===== src/rtl/pwm_aux_pkg.sv =====
package pwm_aux_pkg;

    typedef enum logic {
        ST_HALT  = 1'b0,
        ST_COUNT = 1'b1
    } tmr_state_t;

    localparam logic [7:0] ADDR_CTRL = 8'h00;
    localparam logic [7:0] ADDR_APER = 8'h04;
    localparam logic [7:0] ADDR_ACMP = 8'h08;
    localparam logic [7:0] ADDR_SPER = 8'h0C;
    localparam logic [7:0] ADDR_SCMP = 8'h10;

    localparam int CB_RUN  = 0;
    localparam int CB_WAVE = 1;
    localparam int CB_INV  = 2;

endpackage


===== src/rtl/pwm_aux_regs.sv =====
module pwm_aux_regs
    import pwm_aux_pkg::*;
#(
    parameter int DW = 32,
    parameter int AW = 8,
    parameter int CW = 16
) (
    input  logic          clk,
    input  logic          rst_n,
    input  logic          bus_en,
    input  logic          bus_we,
    input  logic [AW-1:0] bus_addr,
    input  logic [DW-1:0] bus_wdata,
    output logic [DW-1:0] bus_rdata,
    input  logic          wrap,
    output logic          run_o,
    output logic          wave_o,
    output logic          inv_o,
    output logic [DW-1:0] per_act,
    output logic [DW-1:0] cmp_act,
    output logic [DW-1:0] per_sh,
    output logic [DW-1:0] cmp_sh,
    output logic          pend
);

    localparam int PADW = DW - CW;

    logic [CW-1:0] ctrl_q;
    logic wr_ctrl, wr_aper, wr_acmp, wr_sper, wr_scmp, rd_en;

    assign rd_en   = bus_en && !bus_we;
    assign wr_ctrl = bus_en && bus_we && (bus_addr == AW'(ADDR_CTRL));
    assign wr_aper = bus_en && bus_we && (bus_addr == AW'(ADDR_APER));
    assign wr_acmp = bus_en && bus_we && (bus_addr == AW'(ADDR_ACMP));
    assign wr_sper = bus_en && bus_we && (bus_addr == AW'(ADDR_SPER));
    assign wr_scmp = bus_en && bus_we && (bus_addr == AW'(ADDR_SCMP));

    // control register: all bits stored, three decoded
    always_ff @(posedge clk) begin
        if (!rst_n) begin
            ctrl_q <= '0;
        end else if (wr_ctrl) begin
            ctrl_q <= bus_wdata[CW-1:0];
        end
    end

    // active pair: the period-end copy wins over a direct write
    always_ff @(posedge clk) begin
        if (!rst_n) begin
            per_act <= '0;
            cmp_act <= '0;
        end else if (wrap && pend) begin
            per_act <= per_sh;
            cmp_act <= cmp_sh;
        end else begin
            if (wr_aper) per_act <= bus_wdata;
            if (wr_acmp) cmp_act <= bus_wdata;
        end
    end

    // shadow pair and its pending flag
    always_ff @(posedge clk) begin
        if (!rst_n) begin
            per_sh <= '0;
            cmp_sh <= '0;
            pend   <= 1'b0;
        end else begin
            if (wr_sper) per_sh <= bus_wdata;
            if (wr_scmp) cmp_sh <= bus_wdata;
            if (wr_sper || wr_scmp) begin
                pend <= 1'b1;
            end else if (wrap) begin
                pend <= 1'b0;
            end
        end
    end

    always_comb begin
        bus_rdata = '0;
        if (rd_en) begin
            case (bus_addr)
                AW'(ADDR_CTRL): bus_rdata = {{PADW{1'b0}}, ctrl_q};
                AW'(ADDR_APER): bus_rdata = per_act;
                AW'(ADDR_ACMP): bus_rdata = cmp_act;
                AW'(ADDR_SPER): bus_rdata = per_sh;
                AW'(ADDR_SCMP): bus_rdata = cmp_sh;
                default:        bus_rdata = '0;
            endcase
        end
    end

    assign run_o  = ctrl_q[CB_RUN];
    assign wave_o = ctrl_q[CB_WAVE];
    assign inv_o  = ctrl_q[CB_INV];

endmodule


===== src/rtl/pwm_aux_timer.sv =====
module pwm_aux_timer
    import pwm_aux_pkg::*;
#(
    parameter int DW = 32
) (
    input  logic          clk,
    input  logic          rst_n,
    input  logic          run,
    input  logic [DW-1:0] per_act,
    output logic [DW-1:0] cnt,
    output logic          wrap,
    output tmr_state_t    state
);

    tmr_state_t state_nxt;
    logic       counting;

    // state register
    always_ff @(posedge clk) begin
        if (!rst_n) begin
            state <= ST_HALT;
        end else begin
            state <= state_nxt;
        end
    end

    // transitions
    always_comb begin
        state_nxt = state;
        unique case (state)
            ST_HALT:  if (run)  state_nxt = ST_COUNT;
            ST_COUNT: if (!run) state_nxt = ST_HALT;
        endcase
    end

    // state outputs
    always_comb begin
        counting = 1'b0;
        unique case (state)
            ST_HALT:  counting = 1'b0;
            ST_COUNT: counting = 1'b1;
        endcase
        wrap = counting && (cnt >= per_act);
    end

    always_ff @(posedge clk) begin
        if (!rst_n) begin
            cnt <= '0;
        end else if (counting) begin
            cnt <= wrap ? '0 : cnt + 1'b1;
        end
    end

endmodule


===== src/rtl/pwm_aux_out.sv =====
module pwm_aux_out #(
    parameter int DW = 32
) (
    input  logic [DW-1:0] cnt,
    input  logic [DW-1:0] per_act,
    input  logic [DW-1:0] cmp_act,
    input  logic          wave_en,
    input  logic          inv,
    output logic          pwm
);

    logic cmp_zero, cmp_sat, raw;

    always_comb begin
        cmp_zero = (cmp_act == '0);
        cmp_sat  = (cmp_act >= per_act);
        raw      = !cmp_zero && (cmp_sat || (cnt < cmp_act));
        pwm      = wave_en && (raw ^ inv);
    end

endmodule


===== src/rtl/pwm_aux.sv =====
module pwm_aux
    import pwm_aux_pkg::*;
#(
    parameter int DW = 32,
    parameter int AW = 8,
    parameter int CW = 16
) (
    input  logic          clk,
    input  logic          rst_n,
    input  logic          bus_en,
    input  logic          bus_we,
    input  logic [AW-1:0] bus_addr,
    input  logic [DW-1:0] bus_wdata,
    output logic [DW-1:0] bus_rdata,
    output logic          pwm_out
);

    logic          run, wave_en, inv, wrap, pend;
    logic [DW-1:0] per_act, cmp_act, per_sh, cmp_sh, cnt;
    tmr_state_t    state;

    pwm_aux_regs #(.DW(DW), .AW(AW), .CW(CW)) u_regs (
        .clk       (clk),
        .rst_n     (rst_n),
        .bus_en    (bus_en),
        .bus_we    (bus_we),
        .bus_addr  (bus_addr),
        .bus_wdata (bus_wdata),
        .bus_rdata (bus_rdata),
        .wrap      (wrap),
        .run_o     (run),
        .wave_o    (wave_en),
        .inv_o     (inv),
        .per_act   (per_act),
        .cmp_act   (cmp_act),
        .per_sh    (per_sh),
        .cmp_sh    (cmp_sh),
        .pend      (pend)
    );

    pwm_aux_timer #(.DW(DW)) u_timer (
        .clk     (clk),
        .rst_n   (rst_n),
        .run     (run),
        .per_act (per_act),
        .cnt     (cnt),
        .wrap    (wrap),
        .state   (state)
    );

    pwm_aux_out #(.DW(DW)) u_out (
        .cnt     (cnt),
        .per_act (per_act),
        .cmp_act (cmp_act),
        .wave_en (wave_en),
        .inv     (inv),
        .pwm     (pwm_out)
    );

endmodule


===== config.mk =====
export PLATFORM = sky130hd
export DESIGN_NAME = pwm_aux
export DESIGN_NICKNAME = d
export VERILOG_FILES = /design/src/rtl/pwm_aux_pkg.sv /design/src/rtl/pwm_aux_regs.sv /design/src/rtl/pwm_aux_timer.sv /design/src/rtl/pwm_aux_out.sv /design/src/rtl/pwm_aux.sv
export SDC_FILE = /design/constraint.sdc
export NUM_CORES = 1
export LEC_CHECK = 0
export BUFFER_PORTS_ARGS = -buffer_cell sky130_fd_sc_hd__buf_4
export CAP_MARGIN = 20
export CELL_PAD_IN_SITES_DETAIL_PLACEMENT = 0
export CELL_PAD_IN_SITES_GLOBAL_PLACEMENT = 1
export CORE_ASPECT_RATIO = 0.75
export CORE_MARGIN = 2
export CORE_UTILIZATION = 40
export DETAILED_ROUTE_END_ITERATION = 6
export PLACE_DENSITY = 0.76
export SLEW_MARGIN = 10
export SYNTH_ARGS = -nofsm -noshare
export SYNTH_HDL_FRONTEND = slang
export SYNTH_SLANG_ARGS = --single-unit

===== constraint.sdc =====
create_clock -name clk -period 3.28 [get_ports clk]
set_clock_uncertainty 0.1 [all_clocks]
set_input_delay 0.164 -clock clk [delete_from_list [all_inputs] [get_ports clk]]
set_output_delay 0.164 -clock clk [all_outputs]
set_load 0.01 [all_outputs]

**Yosys cells after proc, flatten, opt, wreduce, memory -nomap -nowiden**

Cells that the tools add are included.

- Divide/modulo/power cells: 0
- Reductions and logical operators: 20
- Mux-type cells: 11
- Bitwise logic cells: 2
- Shift operators: 0
- Equal/unequal tests: 4
- Magnitude comparators: 3
- Add/sub/neg operators: 1
- $mul: 0

Operators with widths:

| cell | number |
|---|---|
| $mux 32 | 6 |
| $pmux 32 s5 | 1 |
| $ge 32x32->1 | 2 |
| $add 32x1->32 const B | 1 |
| $logic_not 32->1 | 1 |
| $lt 32x32->1 | 1 |
| $eq 8x4->1 const B | 2 |
| $logic_and 1x1->1 | 11 |
| $eq 8x3->1 const B | 1 |
| $eq 8x5->1 const B | 1 |
| $logic_not 8->1 | 1 |
| $reduce_bool 2->1 | 3 |
| $mux 1 | 3 |
| $logic_not 1->1 | 2 |
| $logic_or 1x1->1 | 2 |
| $pmux 1 s2 | 1 |
| $not 1->1 | 1 |
| $xor 1x1->1 | 1 |

- Bits in registers: 178
- Output and inout port bits: 33
- Bits in writable memories: 0
- Memories kept: 0
- Logic and storage cells: 49
- Memory bits (read-only): 0
- Latch bits: 0

**Longest topological paths before layout**

- Word-level depth: 5
- Mapped depth: 11

**Hierarchy**

From an unflattened synthesis, not the netlist that was laid out.

- Cell total of the unflattened synthesis: 1,217
- Area total of the unflattened synthesis: 10,755.3 um2

Modules (own cells, without submodules):

| module | cells an instance | area an instance (um2) | seq. area each (um2) | instances |
|---|---|---|---|---|
| pwm_aux_regs | 682 | 6,525.0 | 2,902.8 | 1 |
| pwm_aux_timer | 297 | 2,547.4 | 660.6 | 1 |
| pwm_aux_out | 238 | 1,682.9 | 0.0 | 1 |

**Least setup slack after synthesis**

No wires, ideal clock.

- Path type: register to register
- From: reg u_timer.cnt[13]
- To: reg u_regs.cmp_act[0]
- Setup slack: 466 ps
- Cell stages (with the launch flop): 10
- Data arrival time: 2,640 ps
- Path buffers: 2
- Cell sequence: dfxtp_1 ha_1 a21o_1 a21o_1 a221o_1 o2111a_1 o31ai_1 buf_2 clkbuf_1 mux2i_1

- Cells in the longest elaborated chain, start to end: 4
- Elaborated cells on any way between the ends: 5
- Classes of those cells: 1 x order compare; 1 x mux; 3 x reduce/logical

RTL lines:

| element | RTL line | source |
|---|---|---|
| from (decl) | pwm_aux_timer.sv:10 | `output logic [DW-1:0] cnt,` |
| from (signal assigned) | pwm_aux_timer.sv:50 | `cnt <= wrap ? '0 : cnt + 1'b1;` |
| $ge 32x32->1 (*) | pwm_aux_timer.sv:43 | `wrap = counting && (cnt >= per_act);` |
| $logic_and 1x1->1 (*) | pwm_aux_timer.sv:43 |  |
| $logic_and 1x1->1 (*) | pwm_aux_regs.sv:52 | `end else if (wrap && pend) begin` |
| $mux 32 or $reduce_bool 2->1 (tied branches) | -- |  |
| to (signal assigned) | pwm_aux_regs.sv:54 | `cmp_act <= cmp_sh;` |
| to (signal assigned) | pwm_aux_regs.sv:57 | `if (wr_acmp) cmp_act <= bus_wdata;` |
| to (decl) | pwm_aux_regs.sv:20 | `output logic [DW-1:0] cmp_act,` |

Mark *: on every way between the ends. The rest lies on a longest branch, timed or not.
A chain may end at the register's enable or synchronous reset.

**Worst setup path after layout**

- From: reg u_regs.cmp_act[14]
- To: out pwm_out

- Cells in the longest elaborated chain, start to end: 5
- Elaborated cells on any way between the ends: 8
- Classes of those cells: 2 x order compare; 1 x bitwise; 5 x reduce/logical

RTL lines:

| element | RTL line | source |
|---|---|---|
| $ge 32x32->1 (tied with other cells) | pwm_aux_out.sv:16 | `cmp_sat = (cmp_act >= per_act);` |
| $logic_or 1x1->1 or $logic_not 1->1 (tied branches) | pwm_aux_out.sv:17 | `raw = !cmp_zero && (cmp_sat \|\| (cnt < cmp_act));` |
| $logic_and 1x1->1 (*) | pwm_aux_out.sv:17 |  |
| $xor 1x1->1 (*) | pwm_aux_out.sv:18 | `pwm = wave_en && (raw ^ inv);` |
| $logic_and 1x1->1 (*) | pwm_aux_out.sv:18 |  |
| to (decl) | pwm_aux.sv:15 | `output logic pwm_out` |

Marked as above.

==> out/metrics.cfg <==
[run_status]
outcome=complete, but fails checks
failed_checks=DRC

[layout]
postLayoutCoreUtil=0.477
fillerInstances=2605
multi_input_gate_area_mm2=0.00670
layout-drive-gt1-share=0.114
n_antenna_cell=0
layout.cells.non_filler=1794
net_total_in_the_final_layout=1570
area.sequential_mm2=0.00357
areaGrowthSynthToFinish_pct=18.1

[synth]
synth_edf_count=0
synthFlopType=sky130_fd_sc_hd__dfxtp_1
yosysWarningCount=0
synth_cell_types=48
synth.top_cells.by_count=sky130_fd_sc_hd__nand2_1, sky130_fd_sc_hd__dfxtp_1, sky130_fd_sc_hd__ha_1
synth-seq-area-share=0.329
synthArstFlopShare=0
synth.area.top_cells=sky130_fd_sc_hd__dfxtp_1, sky130_fd_sc_hd__nand2_1, sky130_fd_sc_hd__ha_1, sky130_fd_sc_hd__mux2i_1, sky130_fd_sc_hd__a21boi_0
yosys.cell_count.top_type=sky130_fd_sc_hd__nand2_1
cell_area_after_technology_mapping_mm2=0.0108
synth_top_area_cell=sky130_fd_sc_hd__dfxtp_1
ys_seq_elements=178
average_size_of_a_mapped_cell_um2=8.01
synthCells=1351
postSynthNetCount=1491
synth_largest_type_area_fraction=0.329

[clocking]
cts.reportedPaths.clkPinSlew_ps=70
cts.sink_count=178
cts_max_path_buffers=2
root_buffer=sky130_fd_sc_hd__clkbuf_16
numCtsBuffers=17
clk_lat_worst_skew_ps=430
clock_tree.htree_level_count=4
tritoncts=yes

[critical_path]
start_kind=register
critical_path.cell_chain=inv_1, ha_1, nand4_1, inv_1, a221oi_1, o41ai_2, buf_4, a311oi_2, a21oi_1, buf_4, mux2i_1, buf_4
worst_path_largest_cell_delay_ps=380
worst_ep_arrival_time_ps=2920
cp_data_required_time_ps=3020
setup.worst_path.class=reg2out
critical_path.max_fanout=4
regToRegSetupSlack_ps=350
critPathTopFamily=compound AO/OA/AOI/OAI gates
critPathSlowestCell=sky130_fd_sc_hd__dfxtp_2
critPathBufInv=5
critical-path-top-cell-by-count=sky130_fd_sc_hd__buf_4
worstSetupEndpointType=output pin

[timing]
fin_setup_tns_ps=0
holdWs_ps=293
timing_hold_violations_final=0
fin_crit_sh=0.970
worst_slew_margin_rel=0.558
worst_slew_pin_slew_ps=662
setup_violations=0
finalWorstPathRequiredPeriod_ps=3180
maximum_clock_frequency_ghz=0.314
report.final.slew_viol_count=0

[floorplanning]
ios=77
coreArea_mm2=0.0268
die_w_um=194
die_height_um=146
start_util=0.404
floorplan.rows=52
fp.dieArea_mm2=0.0284

[route]
drc=6
num_vias=9949
via_to_cell_ratio=5.55
first_iter_violations=937
first_pass_iters=7
route.detailed.wl_per_inst_um=18.8
drt_total_wl_um=33700
remaining_antenna_violation_count=0

[run]
max_capacitance_violation_count=0

[grt]
grt_max_degree=134
grtUsageTotal=0.239
grt_pass1_wl_um=53800
overflow=0
first_global_vias=9566
antenna_found_initial=0

[pwr]
power_per_cell_area_mw_per_mm2=346
p_leak_nw=5.16
peak_supply_drop_uv=387

[place]
place.gp.congestion=0.855
io_buffers=76
instance_count_after_placement_with_tap_cells_included=1728
post-dp-hpwl_um=22800

[hold_path]
hp-class=in2reg

sequential cells by signal (all words and copies together), names as in the netlist:
| signal | flops |
|---|---|
| u_regs.cmp_act | 32 |
| u_regs.cmp_sh | 32 |
| u_regs.ctrl_q | 16 |
| u_regs.pend | 1 |
| u_regs.per_act | 32 |
| u_regs.per_sh | 32 |
| u_timer.cnt | 32 |
| u_timer.state | 1 |
final timing paths:
| kind | from | endpoint | depth (start not counted) |
|---|---|---|---|
| setup / recovery | u_regs.cmp_act[14]$_SDFFE_PN0P_ | pwm_out | 12 |
| setup reg to reg | u_timer.cnt[0]$_SDFFE_PN0P_ | u_regs.pend$_SDFFE_PN0P_ | 10 |
| hold reg to reg | u_regs.ctrl_q[15]$_SDFFE_PN0P_ | u_regs.ctrl_q[15]$_SDFFE_PN0P_ | 2 |
| hold / removal | bus_we | u_regs.ctrl_q[3]$_SDFFE_PN0P_ | 5 |
cells by family (layout without fill, tap and decap cells):
logic type	Yosys count	after routing	share of synthesized area
multiplexers	66	66	0.0611
flip-flops	178	178	0.329
buffers and inverters	157	249	0.0583
XOR/XNOR	31	31	0.0251
adder cells (fa/ha/maj)	96	96	0.111
AND/OR/NAND/NOR	518	518	0.211
AO/OA/AOI/OAI	305	305	0.204
report_power, final:
group | internal [mW] | switching [mW]
logic | 0.0950 | 0.116
registers | 2.16 | 0.00154
clock network | 1.12 | 0.929
stage by stage:
stage	instance area (µm²)	power, mW	setup WS, ps
after floorplan	10800	2.29	466
final	12800	4.43	98.3
after global placement	11800	2.39	482
after global routing	12800	4.56	-24.7
after detailed placement	11800	2.39	394
after CTS	12700	4.46	22.6
tightest hold or removal path, delay by kind of cell:
family / cells / cell delay, ps
compound gates: 1 / 60
buf+inv: 2 / 370
simple gates: 2 / 180
layout make-up:
type,count,share of cell area
Clock inverter,13,0.0107
Tap cell,351,0.0344
Inverter,67,0.0197
Multi-Input combinational cell,1016,0.524
Clock buffer,19,0.0339
Sequential cell,178,0.280
Timing Repair Buffer,150,0.0977
layout by cell type (no fill, tap or decap), drive strengths merged, types with 3 or more instances in the layout:
cell type    count
a21o             8
a222oi          32
o211ai          65
mux2i           66
a21boi          80
clkinv           9
inv             68
nor3             6
o21ai           33
nor4            13
xor2            21
buf            116
a211oi           6
clkbuf          19
xnor2           10
a22o            16
dfxtp          178
nand3           17
ha              96
and2             6
dlygate4sd3     34
nand4           22
nand2          324
nor2            68
o21a             3
nand2b          40
and3             7
and4             7
a21oi           47
metal layers:
| metal | vias up | GRT usage | part of all wire |
|---|---|---|---|
| met3 | 33 | 0.0453 | 0.063 |
| met1 | 4723 | 0.362 | 0.51 |
| li1 | 4899 | - | - |
| met2 | 294 | 0.344 | 0.42 |
| met4 | 0 | 0.0625 | 0.014 |
| met5 | - | 0 | 0 |
what timing repair did:
action / 4_1_cts / 5_1_grt
setup buffers: 0 / 0
resized for setup: 0 / 11
hold buffers: 34 / 0
setup endpoints to repair: 0 / 1
endpoints found under the hold margin: 107 / 0
(Power assumes the default switching activity.)
